**config.mk**
```make
export PLATFORM = sky130hd
export DESIGN_NAME = vreq_bridge
export DESIGN_NICKNAME = d
export VERILOG_FILES = /design/src/rtl/vrb_pkg.sv /design/src/rtl/vrb_decode.sv /design/src/rtl/vrb_report.sv /design/src/rtl/vreq_bridge.sv
export SDC_FILE = /design/constraint.sdc
export NUM_CORES = 1
export LEC_CHECK = 0
export ABC_AREA = 1
export BUFFER_PORTS_ARGS = -buffer_cell sky130_fd_sc_hd__buf_4
export CAP_MARGIN = 20
export CORE_MARGIN = 2
export CORE_UTILIZATION = 54
export CTS_CLUSTER_DIAMETER = 120
export DETAILED_ROUTE_END_ITERATION = 8
export HOLD_SLACK_MARGIN = 0.15
export PLACE_DENSITY_LB_ADDON = 0.15
export SETUP_SLACK_MARGIN = 0.5
export SYNTH_ARGS = -nofsm -noshare
export SYNTH_HDL_FRONTEND = slang
export SYNTH_SLANG_ARGS = --single-unit
```
**constraint.sdc**
```tcl
create_clock -name clk -period 3.4 [get_ports clk]
set_input_delay 0.68 -clock clk [delete_from_list [all_inputs] [get_ports clk]]
set_output_delay 0.68 -clock clk [all_outputs]
set_load 0.01 [all_outputs]
```
**src/rtl/vrb_pkg.sv**
```systemverilog
package vrb_pkg;
    localparam int BYTE_W    = 8;
    localparam int LEN_W     = 16;
    localparam int DIV_BYTES = 4;
    localparam int DIV_REG_W = DIV_BYTES * BYTE_W;
    localparam int DIV_OUT_W = 16;
    localparam int CTS_BIT   = 4;

    localparam logic [7:0] TYPE_WR = 8'h40;
    localparam logic [7:0] TYPE_RD = 8'hC0;

    localparam logic [7:0] CODE_RD_MSR = 8'd2;
    localparam logic [7:0] CODE_WR_DIV = 8'd5;
    localparam logic [7:0] CODE_RD_LCR = 8'd6;
    localparam logic [7:0] CODE_WR_LCR = 8'd7;
    localparam logic [7:0] CODE_WR_MCR = 8'd10;
    localparam logic [7:0] CODE_AUX_A  = 8'd11;
    localparam logic [7:0] CODE_AUX_B  = 8'd12;

    typedef enum logic [2:0] {
        CMD_STALL, CMD_DIV, CMD_LCR, CMD_MCR,
        CMD_AUX_A, CMD_AUX_B, CMD_RD_MSR, CMD_RD_LCR
    } cmd_e;

    typedef enum logic [1:0] {
        AUX_IDLE, AUX_WAIT_A, AUX_WAIT_B
    } aux_e;
endpackage

```
**src/rtl/vrb_decode.sv**
```systemverilog
module vrb_decode
    import vrb_pkg::*;
#(
    parameter int LW = LEN_W
) (
    input  logic [7:0]    req_type,
    input  logic [7:0]    req_code,
    input  logic [LW-1:0] req_len,
    output cmd_e          cmd
);
    localparam logic [LW-1:0] LEN_ONE = LW'(1);
    localparam logic [LW-1:0] LEN_DIV = LW'(DIV_BYTES);

    always_comb begin
        cmd = CMD_STALL;
        if (req_type == TYPE_WR) begin
            unique case (req_code)
                CODE_WR_DIV: if (req_len == LEN_DIV) cmd = CMD_DIV;
                CODE_WR_LCR: if (req_len == LEN_ONE) cmd = CMD_LCR;
                CODE_WR_MCR: if (req_len == LEN_ONE) cmd = CMD_MCR;
                CODE_AUX_A:  if (req_len == LEN_ONE) cmd = CMD_AUX_A;
                CODE_AUX_B:  if (req_len == LEN_ONE) cmd = CMD_AUX_B;
                default:     cmd = CMD_STALL;
            endcase
        end else if (req_type == TYPE_RD) begin
            unique case (req_code)
                CODE_RD_MSR: if (req_len == LEN_ONE) cmd = CMD_RD_MSR;
                CODE_RD_LCR: if (req_len == LEN_ONE) cmd = CMD_RD_LCR;
                default:     cmd = CMD_STALL;
            endcase
        end
    end
endmodule

```
**src/rtl/vrb_report.sv**
```systemverilog
module vrb_report
    import vrb_pkg::*;
#(
    parameter int W = BYTE_W
) (
    input  logic           clk,
    input  logic           rst_n,
    input  logic [W-1:0]   msr_in,
    input  logic [W-1:0]   lsr_in,
    output logic           rpt_valid,
    output logic [2*W-1:0] rpt_data
);
    typedef struct packed {
        logic [W-1:0]   msr;
        logic [W-1:0]   lsr;
        logic           vld;
        logic [2*W-1:0] dat;
    } rpt_st_t;

    rpt_st_t r_d, r_q;

    always_comb begin
        r_d     = r_q;
        r_d.msr = msr_in;
        r_d.lsr = lsr_in;
        r_d.vld = (msr_in != r_q.msr) || (lsr_in != r_q.lsr);
        if (r_d.vld) r_d.dat = {msr_in, lsr_in};
    end

    always_ff @(posedge clk) begin
        if (!rst_n) r_q <= '0;
        else        r_q <= r_d;
    end

    assign rpt_valid = r_q.vld;
    assign rpt_data  = r_q.dat;
endmodule

```
**src/rtl/vreq_bridge.sv**
```systemverilog
module vreq_bridge
    import vrb_pkg::*;
#(
    parameter int LW   = LEN_W,
    parameter int DRW  = DIV_REG_W,
    parameter int DOW  = DIV_OUT_W
) (
    input  logic           clk,
    input  logic           rst_n,
    input  logic           req_valid,
    output logic           req_ready,
    input  logic [7:0]     req_type,
    input  logic [7:0]     req_code,
    input  logic [LW-1:0]  req_len,
    input  logic [DRW-1:0] req_data,
    output logic           rsp_valid,
    input  logic           rsp_ready,
    output logic [7:0]     rsp_data,
    output logic           rsp_stall,
    input  logic [7:0]     msr_in,
    input  logic [7:0]     lsr_in,
    output logic [DOW-1:0] divisor,
    output logic [7:0]     lcr,
    output logic [7:0]     mcr,
    output logic           tx_nocts_en,
    output logic           tx_go,
    output logic           rpt_valid,
    output logic [15:0]    rpt_data
);
    typedef struct packed {
        logic [DRW-1:0] div;
        logic [7:0]     lcr;
        logic [7:0]     mcr;
        logic           nocts;
        aux_e           aux;
        logic           rvld;
        logic           rstall;
        logic [7:0]     rdat;
    } reg_st_t;

    reg_st_t st_d, st_q;
    cmd_e    cmd;
    logic    accept;
    logic    aux_zero;

    vrb_decode #(.LW(LW)) u_dec (
        .req_type (req_type),
        .req_code (req_code),
        .req_len  (req_len),
        .cmd      (cmd)
    );

    vrb_report #(.W(8)) u_rpt (
        .clk       (clk),
        .rst_n     (rst_n),
        .msr_in    (msr_in),
        .lsr_in    (lsr_in),
        .rpt_valid (rpt_valid),
        .rpt_data  (rpt_data)
    );

    assign accept   = req_valid && !st_q.rvld;
    assign aux_zero = (req_data[7:0] == 8'h00);

    always_comb begin
        st_d = st_q;
        if (st_q.rvld && rsp_ready) st_d.rvld = 1'b0;
        if (accept) begin
            st_d.rvld   = 1'b1;
            st_d.rstall = (cmd == CMD_STALL);
            st_d.rdat   = 8'h00;
            if (cmd != CMD_STALL) st_d.aux = AUX_IDLE;
            unique case (cmd)
                CMD_DIV: begin
                    st_d.div   = req_data;
                    st_d.nocts = 1'b0;
                    st_d.aux   = AUX_WAIT_A;
                end
                CMD_LCR:    st_d.lcr  = req_data[7:0];
                CMD_MCR:    st_d.mcr  = req_data[7:0];
                CMD_AUX_A:  if (st_q.aux == AUX_WAIT_A && aux_zero) st_d.aux = AUX_WAIT_B;
                CMD_AUX_B:  if (st_q.aux == AUX_WAIT_B && aux_zero) st_d.nocts = 1'b1;
                CMD_RD_MSR: st_d.rdat = msr_in;
                CMD_RD_LCR: st_d.rdat = st_q.lcr;
                default:    st_d.rstall = 1'b1;
            endcase
        end
    end

    always_ff @(posedge clk) begin
        if (!rst_n) st_q <= '0;
        else        st_q <= st_d;
    end

    assign req_ready   = !st_q.rvld;
    assign rsp_valid   = st_q.rvld;
    assign rsp_data    = st_q.rdat;
    assign rsp_stall   = st_q.rstall;
    assign divisor     = st_q.div[DOW-1:0];
    assign lcr         = st_q.lcr;
    assign mcr         = st_q.mcr;
    assign tx_nocts_en = st_q.nocts;
    assign tx_go       = msr_in[CTS_BIT] || st_q.nocts;
endmodule

```
==> flow_results.org <==
** Worst setup path
- Buffers & Inverters on Critical Path :: 2
- Largest driver fanout on the critical path :: 33
- STA classifies the critical path endpoint as a register.
- The largest individual stage delay along the critical path comes from the cell nand2_2.
- Startpoint class of the critical path :: input port
- Startpoint-to-endpoint class of the critical path :: input port to register
- Top cell family by delay on the critical path :: simple AND/OR/NAND/NOR gates
- For the worst setup path, the data required time is 3640 ps.
- Among the stages of the critical path, the cell type that occurs most often is nand2_1.
- Cell-by-cell trace of the critical path :: buf_4 > nor2_1 > nand2_1 > nor2_1 > nand2_1 > nand2_1 > nand2_2 > inv_2 > nor2_2 > nand2_2 > nand2_1 > nand2_1 > nor2_1
- Worst EP arrival :: 2450 ps
- Crit path largest cell delay :: approximately 430 ps

** Route
- For this run, design rule violations remaining after detail routing come to 0.
- Using the TritonRoute via totals, the vias-per-cell ratio works out to roughly 4.6.
- Across all layers, the routed design uses 3500 vias.
- Initial drt markers :: 117
- The pre-antenna-repair detailed-routing pass consisted of 4 iterations.
- Remaining antenna violation count after routing :: 0
- Total Wirelength :: 8.62 mm
- Routed len/inst :: 11.4 um

** Finish
- Final core utilization :: 66.5%
- Nets :: 739
- The area growth from synthesis to layout is 19.5%.
- The library cell used most frequently in the layout, excluding fill and tap cells, is nand2_1.
- Leaving out fill and tap cells, the most frequent cells in the layout are 136 x nand2_1, 131 x buf_4, 120 x nor2_1.
- Antenna diode count :: 0
- Cells with a size suffix above 1 make up approximately a quarter of the layout.

** Pwr
- Clock power share :: a little under two fifths
- Per report_power, the combinational group accounts for 11.8% of the total.
- In this run, flip-flops and latches consume 50.7% of the power.
- Leakage power :: between 2 and 3 nW
- Power Density :: 392 nW/um^2
- Switching power of the nets :: 0.467 mW
- Design internal power :: 1.41 mW
- Net Sw Frac :: between 20% and 30%
- Max IR drop VDD :: 237 uV

** Clock network
- Cts repair resizes :: 0
- Buffers inserted by post-CTS timing repair :: 0
- The clock reaches the later pin of the worst-skew pair after approximately 350 ps.
- Hold-fix buffers, CTS :: 0
- TritonCTS built the clock tree.
- Clock transition at the register clock pins on the worst setup and hold paths after CTS :: approximately 80 ps
- Root buffer cell :: clkbuf_8
- Total clock buffers created by CTS :: 9
- Number of buffers on the longest clock path :: 2
- CTS built an H-tree with a depth of 3.
- The clock net in this run drives a total of 78 sinks.

** Timing
- Setup repair after global routing left no endpoint under its margin.
- Min Tclk post-route :: 2200 ps
- The number of endpoints with negative hold slack in the final report is 0.
- Final worst path period share :: about two thirds
- At the pin with the least slew margin, the transition time is 742 ps.
- Relative slew slack :: 50.6%
- Final setup fails :: 0
- Number of max-slew violations in the final report :: 0
- Maximum clock frequency :: about 450 MHz
- Setup total negative slack on the finished layout was measured at 0 ps.
- For the final database, setup skew stands at between 8 and 9 ps.

** GRT
- Wire length of the first global-routing pass :: 14.9 mm
- The number of antenna violations at the first check in global routing is 0.
- Overall routing resource usage :: 21.9%
- Maximum number of pins on one net before global-route repair :: 76
- Leftover overflow at the end of global routing :: 0
- The number of global-route vias before repair is 3302.

** Flow run
- Max-capacitance violation count :: 0

** Logic synthesis
- Fraction of the yosys area taken by sequential cells :: 38.9%
- Post-synthesis cell area :: 4020 sq um
- The Yosys step of the flow raised 0 warnings.
- The synthesized netlist contains 29 unique library cells.
- Syn nets :: about 670
- Synthesis handed over a netlist of about 590 instances.
- The synthesized design contains 78 register bits.
- Each instance of the synthesized netlist takes up on average 6.84 sq um.

** Floorplan
- Core Box Area :: ~7200 sq um
- Floorplan die height :: between 90 and 100 um
- Row generation in the floorplan step produced 31 rows.
- Horizontal extent of the die :: 90.2 um
- For this configuration, the core starts out at a cell density of between 50% and 60%.
- For this design the top-level I/O count stands at ~150.
- The floorplan step defined a die boundary enclosing 8140 sq um.

** Outcome
- Outcome :: finished clean

** Placed design
- Detailed placement ended at an HPWL of 6.25 mm.
- Routability Congestion :: around 0.85
- During placement, the flow inserted port buffers numbering between 100 and 150.

** Min path
- The min-delay analysis places its worst path in the category register to register.
-- cells by family after synthesis --
logic type	Yosys count	share of synthesized area [%]
compound gates	27	3.49
xor+xnor	10	2.18
buf+inv	147	19.8
flops	78	38.9
simple gates	325	35.6
-- layout make-up --
cell class,count,area (sq um)
Timing Repair Buffer,131,983
Clock buffer,11,141
Clock inverter,5,58.8
Sequential cell,78,1560
Tap cell,99,124
Inverter,73,274
Multi-Input combinational cell,362,1660
Fill cell,685,2410
-- metal layers --
layer	share of wire [%]	global-route usage (%)	vias up
li1	-	-	1843
met1	44	27.9	1534
met2	47	36.3	110
met3	7.4	6.29	13
met4	1.4	6.28	0
met5	0	0	-
-- power groups by stage --
stage	Combinational (mW)	Sequential, mW	Clock, mW
6_report	0.222	0.955	0.705
5_1_grt	0.248	0.959	0.757
4_1_cts	0.224	0.955	0.718
3_5_place_dp	0.223	0.976	0
3_3_place_gp	0.219	0.975	0
2_1_floorplan	0.122	0.974	0
-- per-stage QoR --
stage                     setup WS [ps]  cells  power, mW  hold slack (ps)  cell area (sq um)
after global routing                910    759       1.96              515               4800
after global placement              914    743       1.19              467               4600
after CTS                          1190    759       1.90              488               4800
after detailed placement            824    743       1.20              477               4600
after floorplan                    1460    587       1.10              460               4020
final                              1200    759       1.88              480               4800
-- cells in the mapped netlist --
master      n  area, sq um
nand2_1   136          510
nor2_1    120          450
dfxtp_1    78         1560
inv_1      70          263
buf_4      60          450
nand3_1    18         90.1
a21oi_1    16         80.1
nand3b_1   16          120
nor2_2     10         62.6
xnor2_1    10         87.6
o21ai_0     9         45.0
clkbuf_1    6         22.5
buf_2       4         20.0
nand2_2     4         25.0
nand4_1     4         25.0
and2_1      3         18.8
inv_2       3         11.3
nor3_1      3         15.0
or2_1       3         18.8
buf_1       2         7.51
buf_6       2         22.5
nor4_1      2         12.5
or2_2       2         12.5
nand3_4     1         17.5
nor2_8      1         20.0
nor3_2      1         10.0
nor4_4      1         21.3
o211ai_1    1         7.51
o21a_1      1         7.51
-- flip-flops by register name, indices dropped and copies added (netlist names) --
register,cells
divisor,16
lcr,8
mcr,8
rsp_data,8
rsp_stall,1
rsp_valid,1
st_q,2
tx_nocts_en,1
u_rpt.r_q,16
u_rpt.rpt_data,16
u_rpt.rpt_valid,1
-- worst paths after layout --
kind	startpoint	end	slack, ps	cells past startpoint
worst max-delay path	req_code[5]	divisor[14]$_SDFFE_PN0P_	1200	13
worst min-delay path	tx_nocts_en$_SDFFE_PN0P_	tx_nocts_en$_SDFFE_PN0P_	480	2
worst max register to register	rsp_valid$_SDFFE_PN0P_	divisor[14]$_SDFFE_PN0P_	1330	9
worst min register to register	tx_nocts_en$_SDFFE_PN0P_	tx_nocts_en$_SDFFE_PN0P_	480	2
-- worst register-to-register path: cells and delay by family, from the launching register on --
kind / cells / cell delay [ps]
flops: 1 / 310
simple gates: 7 / 1270
buf+inv: 2 / 430
Note: power is estimated with default switching activity, not from simulation.
